==> config.mk <==
export PLATFORM = sky130hd
export DESIGN_NAME = soft_reset_sequencer
export DESIGN_NICKNAME = d
export VERILOG_FILES = /design/src/rtl/srs_pkg.sv /design/src/rtl/srs_core_fsm.sv /design/src/rtl/srs_l2_interlock.sv /design/src/rtl/soft_reset_sequencer.sv
export SDC_FILE = /design/constraint.sdc
export NUM_CORES = 1
export LEC_CHECK = 0
export BUFFER_PORTS_ARGS = -buffer_cell sky130_fd_sc_hd__buf_2
export CAP_MARGIN = 20
export CELL_PAD_IN_SITES_DETAIL_PLACEMENT = 1
export CELL_PAD_IN_SITES_GLOBAL_PLACEMENT = 2
export CORE_MARGIN = 3
export CORE_UTILIZATION = 35
export DETAILED_ROUTE_END_ITERATION = 16
export GPL_TIMING_DRIVEN = 0
export HOLD_SLACK_MARGIN = 0.02
export PLACE_DENSITY_LB_ADDON = 0.08
export SYNTH_ARGS = -nofsm -noshare
export SYNTH_HDL_FRONTEND = slang
export SYNTH_SLANG_ARGS = --single-unit
==> constraint.sdc <==
create_clock -name clk -period 1.6 [get_ports clk]
set_clock_uncertainty 0.05 [all_clocks]
set_input_delay 0.16 -clock clk [delete_from_list [all_inputs] [get_ports clk]]
set_output_delay 0.16 -clock clk [all_outputs]
set_load 0.03 [all_outputs]
==> src/rtl/srs_pkg.sv <==
package srs_pkg;

  typedef enum logic [2:0] {
    ST_IDLE,
    ST_WAIT_STBY,
    ST_ASSERT,
    ST_CLAMP,
    ST_HOLD,
    ST_RELEASE
  } seq_state_e;

  function automatic logic holds_reset(seq_state_e s);
    return (s == ST_ASSERT) || (s == ST_CLAMP) || (s == ST_HOLD);
  endfunction

  function automatic logic clamps_open(seq_state_e s);
    return (s == ST_CLAMP) || (s == ST_HOLD) || (s == ST_RELEASE);
  endfunction

endpackage

==> src/rtl/srs_core_fsm.sv <==
module srs_core_fsm #(
  parameter int HOLD_CYCLES = 16,
  parameter int CLAMP_DELAY = 5
) (
  input  logic clk,
  input  logic rst_n,
  input  logic req,
  input  logic req_aux,
  input  logic standby,
  output logic core_rst_n,
  output logic aux_rst_n,
  output logic clamp_release,
  output logic done
);
  import srs_pkg::*;

  localparam int CW = $clog2(HOLD_CYCLES + 2);
  localparam logic [CW-1:0] CLAMP_AT = CW'(CLAMP_DELAY);
  localparam logic [CW-1:0] HOLD_AT  = CW'(HOLD_CYCLES);
  localparam logic [CW-1:0] RUN_MAX  = CW'(HOLD_CYCLES + 1);

  seq_state_e      state_q, state_d;
  logic [CW-1:0]   cnt_q;
  logic            aux_sel_q;

  always_comb begin
    state_d = state_q;
    unique case (state_q)
      ST_IDLE:      if (req)              state_d = ST_WAIT_STBY;
      ST_WAIT_STBY: if (standby)          state_d = ST_ASSERT;
      ST_ASSERT:    if (cnt_q == CLAMP_AT) state_d = ST_CLAMP;
      ST_CLAMP:                           state_d = ST_HOLD;
      ST_HOLD:      if (cnt_q == HOLD_AT)  state_d = ST_RELEASE;
      ST_RELEASE:                         state_d = ST_IDLE;
      default:                            state_d = ST_IDLE;
    endcase
  end

  always_ff @(posedge clk or negedge rst_n) begin
    if (!rst_n) begin
      state_q       <= ST_IDLE;
      cnt_q         <= '0;
      aux_sel_q     <= 1'b0;
      core_rst_n    <= 1'b1;
      aux_rst_n     <= 1'b1;
      clamp_release <= 1'b0;
      done          <= 1'b0;
    end else begin
      state_q <= state_d;
      if (state_q == ST_IDLE && req) aux_sel_q <= req_aux;
      if (state_q == ST_WAIT_STBY && state_d == ST_ASSERT) cnt_q <= CW'(1);
      else if (holds_reset(state_q))                       cnt_q <= cnt_q + CW'(1);
      else                                                 cnt_q <= '0;
      core_rst_n    <= !holds_reset(state_d);
      aux_rst_n     <= !(aux_sel_q && holds_reset(state_d));
      clamp_release <= clamps_open(state_d);
      done          <= (state_q == ST_RELEASE);
    end
  end

  // Independent low-run counter used only by the checks below.
  logic [CW-1:0] low_run_q;
  always_ff @(posedge clk or negedge rst_n) begin
    if (!rst_n)               low_run_q <= '0;
    else if (core_rst_n)      low_run_q <= '0;
    else if (low_run_q != RUN_MAX) low_run_q <= low_run_q + CW'(1);
  end

  AST_RESET_NEEDS_STANDBY: assert property (@(posedge clk) disable iff (!rst_n)
    $fell(core_rst_n) |-> $past(standby));
  AST_AUX_INSIDE_CORE: assert property (@(posedge clk) disable iff (!rst_n)
    !aux_rst_n |-> !core_rst_n);
  AST_CLAMP_AFTER_DELAY: assert property (@(posedge clk) disable iff (!rst_n)
    $rose(clamp_release) |-> (!core_rst_n && low_run_q == CLAMP_AT));
  AST_MIN_HOLD: assert property (@(posedge clk) disable iff (!rst_n)
    $rose(core_rst_n) |-> (low_run_q >= HOLD_AT));
  AST_JOINT_RELEASE: assert property (@(posedge clk) disable iff (!rst_n)
    $rose(aux_rst_n) |-> $rose(core_rst_n));
  AST_DONE_SINGLE: assert property (@(posedge clk) disable iff (!rst_n)
    done |=> !done);
  AST_DONE_AFTER_RELEASE: assert property (@(posedge clk) disable iff (!rst_n)
    $rose(done) |-> $past(core_rst_n) && !clamp_release);

endmodule

==> src/rtl/srs_l2_interlock.sv <==
module srs_l2_interlock #(
  parameter int NUM_CORES = 4
) (
  input  logic                 clk,
  input  logic                 rst_n,
  input  logic                 l2_req,
  input  logic [NUM_CORES-1:0] core_rst_n,
  input  logic [NUM_CORES-1:0] core_standby,
  output logic                 l2_rst_n,
  output logic                 l2_blocked
);

  logic [NUM_CORES-1:0] active;
  logic                 any_active;

  assign active     = core_rst_n & ~core_standby;
  assign any_active = |active;

  always_ff @(posedge clk or negedge rst_n) begin
    if (!rst_n) begin
      l2_rst_n   <= 1'b1;
      l2_blocked <= 1'b0;
    end else begin
      l2_rst_n   <= !(l2_req && !any_active);
      l2_blocked <= l2_req && any_active;
    end
  end

  for (genvar i = 0; i < NUM_CORES; i++) begin : g_chk
    AST_L2_CORE_QUIET: assert property (@(posedge clk) disable iff (!rst_n)
      !l2_rst_n |-> $past(!core_rst_n[i] || core_standby[i]));
  end

  AST_L2_EXCLUSIVE: assert property (@(posedge clk) disable iff (!rst_n)
    l2_blocked |-> l2_rst_n);
  AST_L2_ONLY_ON_REQ: assert property (@(posedge clk) disable iff (!rst_n)
    (!l2_rst_n || l2_blocked) |-> $past(l2_req));

endmodule

==> src/rtl/soft_reset_sequencer.sv <==
module soft_reset_sequencer #(
  parameter int NUM_CORES   = 4,
  parameter int HOLD_CYCLES = 16,
  parameter int CLAMP_DELAY = 5
) (
  input  logic                 clk,
  input  logic                 rst_n,
  input  logic [NUM_CORES-1:0] seq_req,
  input  logic [NUM_CORES-1:0] seq_aux_en,
  input  logic [NUM_CORES-1:0] core_standby,
  output logic [NUM_CORES-1:0] core_rst_n,
  output logic [NUM_CORES-1:0] aux_rst_n,
  output logic [NUM_CORES-1:0] clamp_release,
  output logic [NUM_CORES-1:0] seq_done,
  input  logic                 l2_req,
  output logic                 l2_rst_n,
  output logic                 l2_blocked
);

  localparam int MIN_HOLD = 16;

  if (HOLD_CYCLES < MIN_HOLD) begin : g_hold_too_short
    $error("HOLD_CYCLES must be at least 16");
  end
  if (CLAMP_DELAY + 1 >= HOLD_CYCLES || CLAMP_DELAY < 1) begin : g_clamp_bad
    $error("CLAMP_DELAY must be at least 1 and below HOLD_CYCLES-1");
  end

  for (genvar i = 0; i < NUM_CORES; i++) begin : g_core
    srs_core_fsm #(
      .HOLD_CYCLES (HOLD_CYCLES),
      .CLAMP_DELAY (CLAMP_DELAY)
    ) u_fsm (
      .clk           (clk),
      .rst_n         (rst_n),
      .req           (seq_req[i]),
      .req_aux       (seq_aux_en[i]),
      .standby       (core_standby[i]),
      .core_rst_n    (core_rst_n[i]),
      .aux_rst_n     (aux_rst_n[i]),
      .clamp_release (clamp_release[i]),
      .done          (seq_done[i])
    );
  end

  srs_l2_interlock #(
    .NUM_CORES (NUM_CORES)
  ) u_l2 (
    .clk          (clk),
    .rst_n        (rst_n),
    .l2_req       (l2_req),
    .core_rst_n   (core_rst_n),
    .core_standby (core_standby),
    .l2_rst_n     (l2_rst_n),
    .l2_blocked   (l2_blocked)
  );

endmodule

# Word level (Yosys, flattened, before mapping)
# Index checks and enable logic that the tools add are counted.
totals:
  ff_bits: 54
  in_bits: 15
  out_inout_bits: 18
  wordCells: 161
classes:
  addsub: 4
  n_eq_ne: 44
  muxes: 28
  bitwise: 2
  n_reduce_logical: 53
ops:
  columns: ["op", "count"]
  rows:
  - ["3-bit case mux with 5 select lines", 4]
  - ["3-bit by 2-bit equality test with 1-bit output, second input constant", 16]
  - ["3-bit equality test, second input constant", 16]
  - ["3-bit two-way mux", 16]
  - ["5-bit two-way mux", 8]
  - ["1-bit logical OR", 24]
  - ["5-bit by 1-bit adder with 5-bit output, second input constant", 4]
  - ["5-bit by 3-bit equality test with 1-bit output, second input constant", 4]
  - ["5-bit equality test, second input constant", 4]
  - ["1-bit logical AND", 14]
  - ["3-bit by 1-bit equality test with 1-bit output, second input constant", 4]
  - ["3-bit zero test", 4]
  - ["1-bit zero test", 10]
  - ["4-bit bitwise AND", 1]
  - ["4-bit inverter", 1]
  - ["4-bit OR reduction", 1]

# Depth between registers and ports, before layout
# Gate-level depths: netlist (run 1).
logic_depth:
  word_depth: 8
  mapped_depth: 5
  ltp_nobuf: 5

# Modules after synthesis
# Synthesis (run 1) repeated with hierarchy kept, for this count alone.
hier_totals:
  cells_unflattened: 230
  hier_area_um2: 2707.6
by_module_without_submodules:
  columns: ["module", "n_inst", "cells_per_inst", "area_each_um2", "seq_area_each_um2"]
  rows:
  - ["srs_core_fsm", 4, 55, 653.1, 327.8]
  - ["srs_l2_interlock", 1, 10, 95.1, 51.3]

# Worst setup path after synthesis (run 1)
# Ideal clock, no wire load.
synth_timing:
  path_kind: "reg2reg"
  startpoint: "register g_core[2].u_fsm.state_q[0]"
  endpoint: "register g_core[2].u_fsm.aux_rst_n"
  setup_time_ns: 0.094
  arrival_ns: 1.479
  required_ns: 1.456
  path_slack_ns: -0.024
  path_stages_with_launch: 5
  path_buffers: 1
  synth_period_minus_slack_ns: 1.624
  path_cell_list: "dfrtp_1 -> buf_6 -> or3b_4 -> o32a_1 -> o311ai_2"
synth_between:
  elab_chain_len: 7
  word_cells_on_any_way: 17
  cone_classes: "7 x eq/ne; 5 x mux; 5 x reduce/logical"
synth_rtl:
  columns: ["element", "line_no", "rtl"]
  rows:
  - ["start, declared", "srs_core_fsm.sv:22", "seq_state_e state_q, state_d;"]
  - ["start signal, assigned", "srs_core_fsm.sv:49", "state_q <= state_d;"]
  - ["3-bit equality test (tied with other cells)", "srs_core_fsm.sv:28", "unique case (state_q)"]
  - ["3-bit case mux with 5 select lines (*)", "srs_core_fsm.sv:28", null]
  - ["3-bit by 2-bit equality test with 1-bit output", "srs_pkg.sv:13", "return (s == ST_ASSERT) || (s == ST_CLAMP) || (s == ST_HOLD);"]
  - ["1-bit logical OR", "srs_pkg.sv:13", null]
  - ["1-bit logical OR (*)", "srs_pkg.sv:13", null]
  - ["1-bit logical AND (*)", "srs_core_fsm.sv:55", "aux_rst_n <= !(aux_sel_q && holds_reset(state_d));"]
  - ["1-bit zero test (*)", "srs_core_fsm.sv:55", null]
  - ["end signal, assigned", "srs_core_fsm.sv:55", null]
  - ["end, declared", "srs_core_fsm.sv:11", "output logic aux_rst_n,"]
# Mark *: on every way between the ends. The rest lies on a longest branch, timed or not.
# A chain may end at the register's enable or synchronous reset.

# Worst setup path in the final report (run 1)
layout_timing:
  startpoint: "register g_core[2].u_fsm.state_q[1]"
  endpoint: "register g_core[2].u_fsm.core_rst_n"
layout_between:
  elab_chain_len: 6
  word_cells_on_any_way: 16
  cone_classes: "7 x eq/ne; 5 x mux; 4 x reduce/logical"
layout_rtl:
  columns: ["element", "line_no", "rtl"]
  rows:
  - ["3-bit equality test (tied with other cells)", "srs_core_fsm.sv:28", null]
  - ["3-bit case mux with 5 select lines (*)", "srs_core_fsm.sv:28", null]
  - ["3-bit by 2-bit equality test with 1-bit output", "srs_pkg.sv:13", null]
  - ["1-bit logical OR", "srs_pkg.sv:13", null]
  - ["1-bit logical OR (*)", "srs_pkg.sv:13", null]
  - ["1-bit zero test (*)", "srs_core_fsm.sv:54", "core_rst_n <= !holds_reset(state_d);"]
  - ["end signal, assigned", "srs_core_fsm.sv:54", null]
  - ["end, declared", "srs_core_fsm.sv:10", "output logic core_rst_n,"]
# Marks and branches as above.

==> run_results.csv, run 1 <==
group,metric,value,unit
global_route,grt.overflow.total,0,
setup_path,timing.rr.start,"g_core[2].u_fsm.state_q[1]",
clock_network,cts.clk_slew.worst_paths,0.10,ns
power_and_ir_drop,leakagePower,0.00159,uW
routing,first_iter_violations,32,
power_and_ir_drop,finalPower,5630,uW
synthesis,ys_types,38,
synthesis,synth_nets,267,
timing,slew_violations,0,
floorplan,start_util,0.369,
clock_network,cts_tree,"done",
global_route,antenna_found_initial,0,
timing,final_hold_viol_count,0,
timing,max_clock_freq,0.615,GHz
status,outcome,"finished, violations left",
power_and_ir_drop,p_clk_frac,0.164,
clock_network,cts.sinks,54,
setup_path,crit_fanout,4,
routing,wl_met3,192,um
hold_path,worstHoldPathType,"in2reg",
clock_network,h-tree-depth,2,
synthesis,synth_seq_area_share,0.496,
cells_and_area,drive_above_1_share,0.427,
clock_network,cts_root_buf,"clkbuf_8",
synthesis,async_reset_ff_frac,1.00,
routing,routedWlPerCell,14.4,um
floorplan,die_w,94.6,um
synthesis,ys_top_cells_by_area,"dfrtp_1, dfstp_2, ha_1",
cells_and_area,n_antenna_cell,0,
hold_path,min_path_cells,2,
cells_and_area,syn2layout_area_growth,24.7,%
hold_path,hold_end,"g_core[3].u_fsm.aux_sel_q",
routing,num_vias,1947,
clock_network,cts.path.max_buffers,2,
floorplan,rows,31,
cells_and_area,fin_util,0.460,
floorplan,pin_count,33,
clock_network,clk_latency,0.31,ns
routing,drc,0,
synthesis,synth_top_area_share,0.410,
synthesis,synth_edf_count,0,
clock_network,cts_made_buffers,5,
setup_path,r2r-end,"g_core[2].u_fsm.core_rst_n",
synthesis,yosys.cell_count.top_type,"dfrtp_1",
timing,tns,-0.0433,ns
routing,detail-route-antenna-nets,0,
synthesis,syn_inst,240,
timing,tightest_slew,0.585,ns
setup_path,r2r_setup_slack,-0.03,ns
routing,vias_per_cell,4.80,
routing,first_pass_iters,4,
floorplan,dieArea,8950,um2
cells_and_area,num-fill-cells,842,
power_and_ir_drop,p_comb_frac,0.456,
power_and_ir_drop,power_density,1640,nW/um2
global_route,grt_usage,0.143,
routing,dr_wl_met2,2680,um
timing,rsz0062_at_grt,"yes",
global_route,grt_pass1_vias,2055,
hold_path,worstHoldStart,"seq_aux_en[3]",
global_route,grt_max_degree,38,
routing,drt-met1-wl,2910,um
floorplan,core_area,7450,um2
synthesis,synth_commonest_cells,"dfrtp_1, buf_4, nand2_1",
setup_path,reg2reg_depth,3,
power_and_ir_drop,p_sw,2050,uW
run,maxCapViolCount,0,
synthesis,synthFlopType,"dfrtp_1",
timing,period_needed,1.63,ns
timing,period_share,1.02,
setup_path,cp-start-kind,"flip-flop",
synthesis,yosysWarningCount,0,
placement,hpwlAfterDp,3820,um
synthesis,synth_area,2750,um2
setup_path,crit_arrival,1.79,ns
power_and_ir_drop,pwr-share-seq,0.380,
setup_path,required,1.76,ns
synthesis,ys_seq_elements,54,
placement,gp_congestion,0.750,
power_and_ir_drop,p_int,3580,uW
status,violations,"setup timing",
cells_and_area,layout.nets,333,
power_and_ir_drop,peakVddDrop,0.000580,V
placement,numPortBuffers,32,
timing,slew_headroom,0.607,
routing,topRoutingLayerUsed,"met4",
setup_path,critPathCaptureType,"flip-flop",
timing,setup_viol,2,
synthesis,synth_area_per_cell,11.4,um2
floorplan,fp.dieH,94.6,um
power_and_ir_drop,switching_share,0.365,
routing,routed_wl,5830,um
timing,finalWorstSetupSlack,-0.0272,ns
synthesis,synth_top_area_cell,"dfrtp_1",
setup_path,crit_type,"reg2reg",
global_route,grt_pass1_wl,10200,um
## power groups by stage
stage	Clock, uW	Combinational, uW	Sequential [uW]
finish	924	2570	2140
global route	1030	2860	2210
CTS	965	2480	2140
detailed placement	0	2200	2120
global placement	0	2190	2120
floorplan	0	1710	2060
## critical path, cell delays in order, from the launching register on
cell and delay, ns:
dfrtp_2 0.45, or3b_4 0.41, o32a_1 0.36, o31ai_2 0.28
## worst max-delay path by stage
stage                               startpoint                          to  slack, ns
floorplan           g_core[1].u_fsm.state_q[0]   g_core[1].u_fsm.aux_rst_n       0.01
global placement    g_core[2].u_fsm.state_q[1]  g_core[2].u_fsm.core_rst_n      -0.11
CTS                 g_core[3].u_fsm.state_q[0]   g_core[3].u_fsm.aux_rst_n      -0.07
finish              g_core[2].u_fsm.state_q[1]  g_core[2].u_fsm.core_rst_n      -0.03
detailed placement  g_core[2].u_fsm.state_q[1]  g_core[2].u_fsm.core_rst_n      -0.12
global route        g_core[2].u_fsm.state_q[2]  g_core[2].u_fsm.core_rst_n      -0.09
## routing by layer
layer,global-route usage,up-vias
met3,0.0295,5
li1,-,955
met2,0.232,31
met5,0,-
met4,0.0361,0
met1,0.196,956
## placed cells by master (no fill, tap or decap), types with 3 or more instances in the layout
master,count
a21oi_1,4
and3b_1,4
buf_2,32
buf_4,45
buf_6,4
clkbuf_8,5
dfrtp_1,38
dfrtp_2,7
dfstp_2,9
ha_1,12
inv_1,13
mux2_2,4
mux2i_1,4
nand2_1,16
nand3_1,9
nand3b_1,4
nor2_1,14
nor2b_1,9
nor4b_2,3
o21ai_0,4
o21bai_1,4
o311ai_2,4
o31ai_1,4
o31ai_2,4
o32a_1,3
o32ai_1,7
or3b_4,6
xnor2_1,4
xor2_1,8
## kinds of logic (layout without fill, tap and decap cells)
| group | Yosys count | in the layout | share of synthesized area |
|---|---|---|---|
| XOR/XNOR | 12 | 12 | 0.0383 |
| flip-flops | 54 | 54 | 0.496 |
| adder cells (fa/ha/maj) | 12 | 12 | 0.0547 |
| AND/OR/NAND/NOR | 72 | 72 | 0.154 |
| buffers and inverters | 38 | 105 | 0.0852 |
| AO/OA/AOI/OAI | 44 | 44 | 0.141 |
| multiplexers | 8 | 8 | 0.0310 |
## flip-flops by register name, indices dropped and copies added, names as in the netlist
signal,count
g_core.u_fsm.aux_rst_n,4
g_core.u_fsm.aux_sel_q,4
g_core.u_fsm.clamp_release,4
g_core.u_fsm.cnt_q,20
g_core.u_fsm.core_rst_n,4
g_core.u_fsm.done,4
g_core.u_fsm.state_q,12
u_l2.l2_blocked,1
u_l2.l2_rst_n,1
## timing repair
item                                   4_1_cts  5_1_grt
hold buffers                                 2        0
buffers inserted                            20        9
gates cloned                                 0        0
resized for setup                           12        6
endpoints found under the hold margin       16        0
setup endpoints to repair                   10       14
pin swaps                                   11        5
## metrics by stage
stage | instance area, um2 | hold slack (ns) | instances | worst slack, ns
2_1_floorplan | 2750 | -0.186 | 240 | 0.0110
3_3_place_gp | 3030 | 0.267 | 371 | -0.115
3_5_place_dp | 3050 | 0.0920 | 372 | -0.117
4_1_cts | 3340 | 0.0229 | 398 | -0.0661
5_1_grt | 3430 | 0.0258 | 406 | -0.0921
6_report | 3430 | 0.0313 | 406 | -0.0272
## final cells by class
type | instances | area [um2] | area share
clock buffers | 6 | 72.6 | 0.0212
inverters | 13 | 48.8 | 0.0142
flip-flops and latches | 54 | 1370 | 0.400
repair buffers | 64 | 418 | 0.122
well taps | 99 | 124 | 0.0362
clock inverters | 2 | 37.5 | 0.0110
multi-input cells | 148 | 1190 | 0.347
plain buffers | 20 | 165 | 0.0482
(Power assumes the default switching activity.)
==> inputs of run 2 (changes only) <==
--- a/config.mk
+++ b/config.mk
@@ -14,7 +14,7 @@
 export DETAILED_ROUTE_END_ITERATION = 16
 export GPL_TIMING_DRIVEN = 0
 export HOLD_SLACK_MARGIN = 0.02
-export PLACE_DENSITY_LB_ADDON = 0.08
+export PLACE_DENSITY = 0.74
 export SYNTH_ARGS = -nofsm -noshare
 export SYNTH_HDL_FRONTEND = slang
 export SYNTH_SLANG_ARGS = --single-unit
==> constraint.sdc (replaced) <==
create_clock -name clk -period 1.6 [get_ports clk]
set_clock_uncertainty 0.05 [all_clocks]
set_input_delay 0.24 -clock clk [delete_from_list [all_inputs] [get_ports clk]]
set_output_delay 0.24 -clock clk [all_outputs]
set_load 0.03 [all_outputs]
==> run_results.csv, run 2 (same netlist as run 1, synthesis figures left out) <==
group,metric,value,unit
floorplan,start_util,0.369,
power_and_ir_drop,pwr-share-seq,0.381,
power_and_ir_drop,p_int,3530,uW
setup_path,timing.rr.start,"g_core[2].u_fsm.state_q[1]",
cells_and_area,drive_above_1_share,0.437,
clock_network,cts.sinks,54,
setup_path,crit_fanout,4,
floorplan,rows,31,
global_route,grt_pass1_wl,10000,um
clock_network,cts_made_buffers,5,
power_and_ir_drop,leakagePower,0.00160,uW
status,outcome,"finished, violations left",
timing,hold_ws,0.0661,ns
setup_path,r2r-end,"g_core[2].u_fsm.core_rst_n",
setup_path,critPathLaunch,"g_core[2].u_fsm.state_q[1]",
run,maxCapViolCount,0,
status,violations,"setup timing",
setup_path,required,1.76,ns
cells_and_area,final_common_cell,"buf_4",
timing,period_share,1.04,
clock_network,h-tree-depth,2,
setup_path,cp-start-kind,"flip-flop",
power_and_ir_drop,p_clk_frac,0.142,
floorplan,core_area,7450,um2
placement,pre_cts_ws,-0.145,ns
placement,gp_congestion,0.753,
setup_path,reg2reg_depth,3,
timing,setup_viol,4,
routing,vias_per_cell,4.79,
floorplan,fp.dieH,94.6,um
clock_network,cts_root_buf,"clkbuf_8",
cells_and_area,n_antenna_cell,0,
clock_network,cts.path.max_buffers,2,
cells_and_area,final_cell_mix,"buf_4, dfrtp_1, buf_2",
global_route,grt_usage,0.142,
cells_and_area,layout.nets,335,
timing,slew_violations,0,
cells_and_area,final_area,3440,um2
cells_and_area,top_register,"g_core.u_fsm.cnt_q",
placement,hpwlAfterDp,3900,um
floorplan,die_w,94.6,um
setup_path,r2r_setup_slack,-0.06,ns
clock_network,clk_latency,0.30,ns
routing,routedWlPerCell,14.4,um
routing,first_pass_iters,2,
cells_and_area,largest_reg_flops,20,
routing,first_iter_violations,42,
timing,rsz0062_at_grt,"yes",
placement,placed_area,3050,um2
routing,num_vias,1954,
timing,final_hold_viol_count,0,
timing,max_clock_freq,0.603,GHz
routing,drc,0,
power_and_ir_drop,power_density,1630,nW/um2
power_and_ir_drop,p_sw,2080,uW
floorplan,dieArea,8950,um2
power_and_ir_drop,finalPower,5600,uW
global_route,grt.overflow.total,0,
routing,routed_wl,5890,um
setup_path,crit_arrival,1.82,ns
timing,finalWorstSetupSlack,-0.0570,ns
hold_path,worstHoldPathType,"in2reg",
setup_path,critPathCaptureType,"flip-flop",
timing,slew_headroom,0.490,
global_route,antenna_found_initial,0,
power_and_ir_drop,peakVddDrop,0.000474,V
cells_and_area,top_regs,"g_core.u_fsm.cnt_q x20, g_core.u_fsm.state_q x12",
power_and_ir_drop,p_comb_frac,0.477,
timing,tns,-0.116,ns
floorplan,pin_count,33,
setup_path,crit_end,"g_core[2].u_fsm.core_rst_n",
timing,tightest_slew,0.759,ns
clock_network,cts_tree,"done",
cells_and_area,syn2layout_area_growth,25.3,%
clock_network,cts.clk_slew.worst_paths,0.09,ns
global_route,grt_pass1_vias,2110,
setup_path,crit_type,"reg2reg",
routing,detail-route-antenna-nets,0,
power_and_ir_drop,switching_share,0.371,
global_route,grt_max_degree,30,
placement,numPortBuffers,32,
timing,period_needed,1.66,ns
-- run 2: worst min path at each step --
stage | startpoint | to | cells after the start
2_1_floorplan | rst_n | g_core[0].u_fsm.aux_sel_q | 0
3_3_place_gp | l2_req | u_l2.l2_rst_n | 2
3_5_place_dp | rst_n | g_core[1].u_fsm.done | 1
4_1_cts | l2_req | u_l2.l2_rst_n | 2
5_1_grt | l2_req | u_l2.l2_rst_n | 2
6_report | l2_req | u_l2.l2_rst_n | 2
-- run 2: final cells by class --
| cell class | count | area (um2) |
|---|---|---|
| Timing Repair Buffer | 66 | 430 |
| Clock inverter | 1 | 5.00 |
| Multi-Input combinational cell | 148 | 1210 |
| Buffer | 20 | 165 |
| Tap cell | 99 | 124 |
| Sequential cell | 54 | 1370 |
| Fill cell | 843 | 4010 |
| Clock buffer | 7 | 86.3 |
| Inverter | 13 | 48.8 |
-- run 2: critical path: stages (launching register included) --
cell and delay (ns):
dfrtp_2 0.44, or3b_4 0.41, o32a_1 0.37, o31ai_2 0.30
-- run 2: power by group through the flow --
stage,Combinational [uW],Clock [uW],Sequential (uW)
after global placement,2170,0,2110
after detailed placement,2200,0,2120
after CTS,2600,841,2120
after floorplan,1710,0,2060
final,2670,795,2140
after global routing,2960,898,2200
-- run 2: metal layers --
| metal | wire, um | vias to the layer above | GRT usage | part of all wire |
|---|---|---|---|---|
| met5 | 0 | - | 0 | 0 |
| met4 | 74 | 0 | 0.0445 | 0.013 |
| met3 | 207 | 6 | 0.0335 | 0.035 |
| met2 | 2980 | 26 | 0.236 | 0.50 |
| met1 | 2640 | 960 | 0.184 | 0.45 |
| li1 | - | 962 | - | - |
-- run 2: timing repair --
action | CTS | global route
endpoints found under the hold margin | 19 | 0
hold buffers | 1 | 0
pin swaps | 12 | 5
endpoints found under the setup margin | 10 | 11
gates resized for setup | 14 | 8
setup buffers | 27 | 5
-- run 2: through the flow --
| stage | cells | util |
|---|---|---|
| floorplan | 240 | - |
| global placement | 371 | 0.407 |
| detailed placement | 372 | 0.410 |
| CTS | 404 | 0.453 |
| global route | 408 | 0.462 |
| finish | 408 | 0.462 |
==> inputs of run 3 (changes only) <==
--- a/config.mk
+++ b/config.mk
@@ -15,6 +15,7 @@
 export GPL_TIMING_DRIVEN = 0
 export HOLD_SLACK_MARGIN = 0.02
 export PLACE_DENSITY = 0.74
+export SETUP_SLACK_MARGIN = 0.3
 export SYNTH_ARGS = -nofsm -noshare
 export SYNTH_HDL_FRONTEND = slang
 export SYNTH_SLANG_ARGS = --single-unit
==> run_results.csv, run 3 (same netlist as run 1, synthesis figures left out) <==
group,metric,value,unit
status,outcome,"finished, violations left",
status,violations,"setup timing",
routing,num_vias,2037,
global_route,grt_usage,0.156,
hold_path,worstHoldStart,"l2_req",
cells_and_area,stdcell_count,421,
cells_and_area,final_common_cell,"buf_6",
routing,routed_wl,6580,um
timing,period_needed,1.67,ns
power_and_ir_drop,p_sw,2510,uW
cells_and_area,final_cell_mix,"buf_6, dfrtp_1, buf_4",
hold_path,min_path_cells,2,
placement,numPortBuffers,32,
floorplan,start_util,0.369,
power_and_ir_drop,p_comb_frac,0.556,
cells_and_area,largest_reg_flops,20,
setup_path,required,1.76,ns
timing,final_hold_viol_count,0,
placement,dp_cells,372,
floorplan,fp.dieH,94.6,um
timing,finalWorstSetupSlack,-0.0657,ns
floorplan,rows,31,
floorplan,die_w,94.6,um
clock_network,cts.path.max_buffers,2,
hold_path,hold_end,"u_l2.l2_rst_n",
hold_path,worstHoldPathType,"in2reg",
clock_network,cts.clk_slew.worst_paths,0.10,ns
routing,first_pass_iters,4,
clock_network,cts.sinks,54,
power_and_ir_drop,p_int,4370,uW
routing,first_iter_violations,42,
setup_path,crit_arrival,1.83,ns
clock_network,h-tree-depth,2,
routing,drc,0,
routing,detail-route-antenna-nets,0,
clock_network,cts_made_buffers,5,
run,maxCapViolCount,0,
setup_path,crit_type,"reg2reg",
global_route,grt_pass1_wl,10800,um
timing,setup_viol,9,
clock_network,clk_latency,0.31,ns
timing,slew_headroom,0.574,
setup_path,critPathCaptureType,"flip-flop",
routing,routedWlPerCell,15.6,um
floorplan,core_area,7450,um2
routing,vias_per_cell,4.84,
global_route,grt_max_degree,33,
cells_and_area,n_antenna_cell,0,
cells_and_area,fin_util,0.535,
clock_network,cts_tree,"done",
power_and_ir_drop,leakagePower,0.00184,uW
setup_path,reg2reg_depth,4,
global_route,grt.overflow.total,0,
placement,hpwlAfterDp,3890,um
placement,gp_congestion,0.732,
floorplan,pin_count,33,
setup_path,timing.rr.start,"g_core[3].u_fsm.state_q[2]",
setup_path,cp-start-kind,"flip-flop",
setup_path,crit_fanout,10,
setup_path,r2r-end,"g_core[3].u_fsm.aux_rst_n",
timing,tightest_slew,0.632,ns
cells_and_area,layout.nets,348,
power_and_ir_drop,pwr-share-seq,0.310,
setup_path,critPathLaunch,"g_core[3].u_fsm.state_q[2]",
power_and_ir_drop,peakVddDrop,0.000704,V
cells_and_area,top_regs,"g_core.u_fsm.cnt_q x20, g_core.u_fsm.state_q x12",
global_route,antenna_found_initial,0,
timing,period_share,1.04,
timing,rsz0062_at_grt,"yes",
global_route,grt_pass1_vias,2137,
setup_path,r2r_setup_slack,-0.07,ns
timing,slew_violations,0,
power_and_ir_drop,switching_share,0.365,
cells_and_area,drive_above_1_share,0.534,
cells_and_area,syn2layout_area_growth,45.0,%
floorplan,dieArea,8950,um2
cells_and_area,top_register,"g_core.u_fsm.cnt_q",
timing,max_clock_freq,0.600,GHz
power_and_ir_drop,p_clk_frac,0.134,
power_and_ir_drop,power_density,1730,nW/um2
clock_network,cts_root_buf,"clkbuf_8",
-- run 3: cell types whose count changed in the layout (fill, tap and decap cells not counted), moves of 4 or more --
cell	delta
o31ai_1	-4
nor2_1	-4
nor2b_1	-4
buf_6	+41
mux2_4	+4
o32ai_1	-5
nor4b_4	+4
mux2_2	-4
buf_2	-12
buf_4	-16
-- run 3: routing by layer --
layer,routed length (um),track usage,part of all wire
met1,2850,0.192,0.43
met2,3440,0.274,0.52
met3,177,0.0287,0.027
met4,104,0.0517,0.016
met5,0,0,0
-- run 3: area by class of cell --
| class | instances | area [um2] |
|---|---|---|
| Clock buffer | 5 | 68.8 |
| Buffer | 25 | 251 |
| Multi-Input combinational cell | 148 | 1460 |
| Sequential cell | 54 | 1370 |
| Clock inverter | 3 | 40.0 |
| Timing Repair Buffer | 74 | 626 |
| Fill cell | 791 | 3460 |
| Tap cell | 99 | 124 |
| Inverter | 13 | 48.8 |
-- run 3: power groups by stage --
| stage | clock network (uW) | logic (uW) | registers, uW |
|---|---|---|---|
| 2_1_floorplan | 0 | 1770 | 2080 |
| 3_3_place_gp | 0 | 2250 | 2120 |
| 3_5_place_dp | 0 | 2270 | 2140 |
| 4_1_cts | 954 | 3260 | 2120 |
| 5_1_grt | 1010 | 4140 | 2190 |
| 6_report | 922 | 3820 | 2130 |
-- run 3: metrics by stage --
step,worst slack [ns],hold WS [ns],total power [uW],TNS (ns),area [um2]
after floorplan,0.0462,-0.106,3850,0,2790
after global placement,-0.144,0.360,4370,-0.487,3070
after detailed placement,-0.110,0.213,4410,-0.505,3090
after CTS,-0.0857,0.0230,6330,-0.288,3710
after global routing,-0.136,0.0246,7340,-0.880,3980
final,-0.0657,0.0386,6880,-0.343,3980
-- run 3: timing repair --
item | 4_1_cts | 5_1_grt
hold buffers | 1 | 0
gates resized for setup | 73 | 41
endpoints found under the setup margin | 44 | 53
hold endpoints to repair | 19 | 0
pin swaps | 13 | 12
buffers inserted | 24 | 16
-- run 3: worst max-delay path by stage --
stage / endpoint / slack (ns) / cells after the start
floorplan: g_core[2].u_fsm.core_rst_n / 0.05 / 4
global placement: g_core[2].u_fsm.core_rst_n / -0.14 / 4
detailed placement: g_core[2].u_fsm.core_rst_n / -0.11 / 4
CTS: g_core[3].u_fsm.aux_rst_n / -0.09 / 4
global route: g_core[3].u_fsm.aux_rst_n / -0.14 / 4
finish: g_core[3].u_fsm.aux_rst_n / -0.07 / 4
-- run 3: critical path: stages, from the launching register on --
cell	delay, ns
dfrtp_1	0.37
buf_6	0.15
or3b_4	0.39
o32a_1	0.35
o311ai_2	0.27
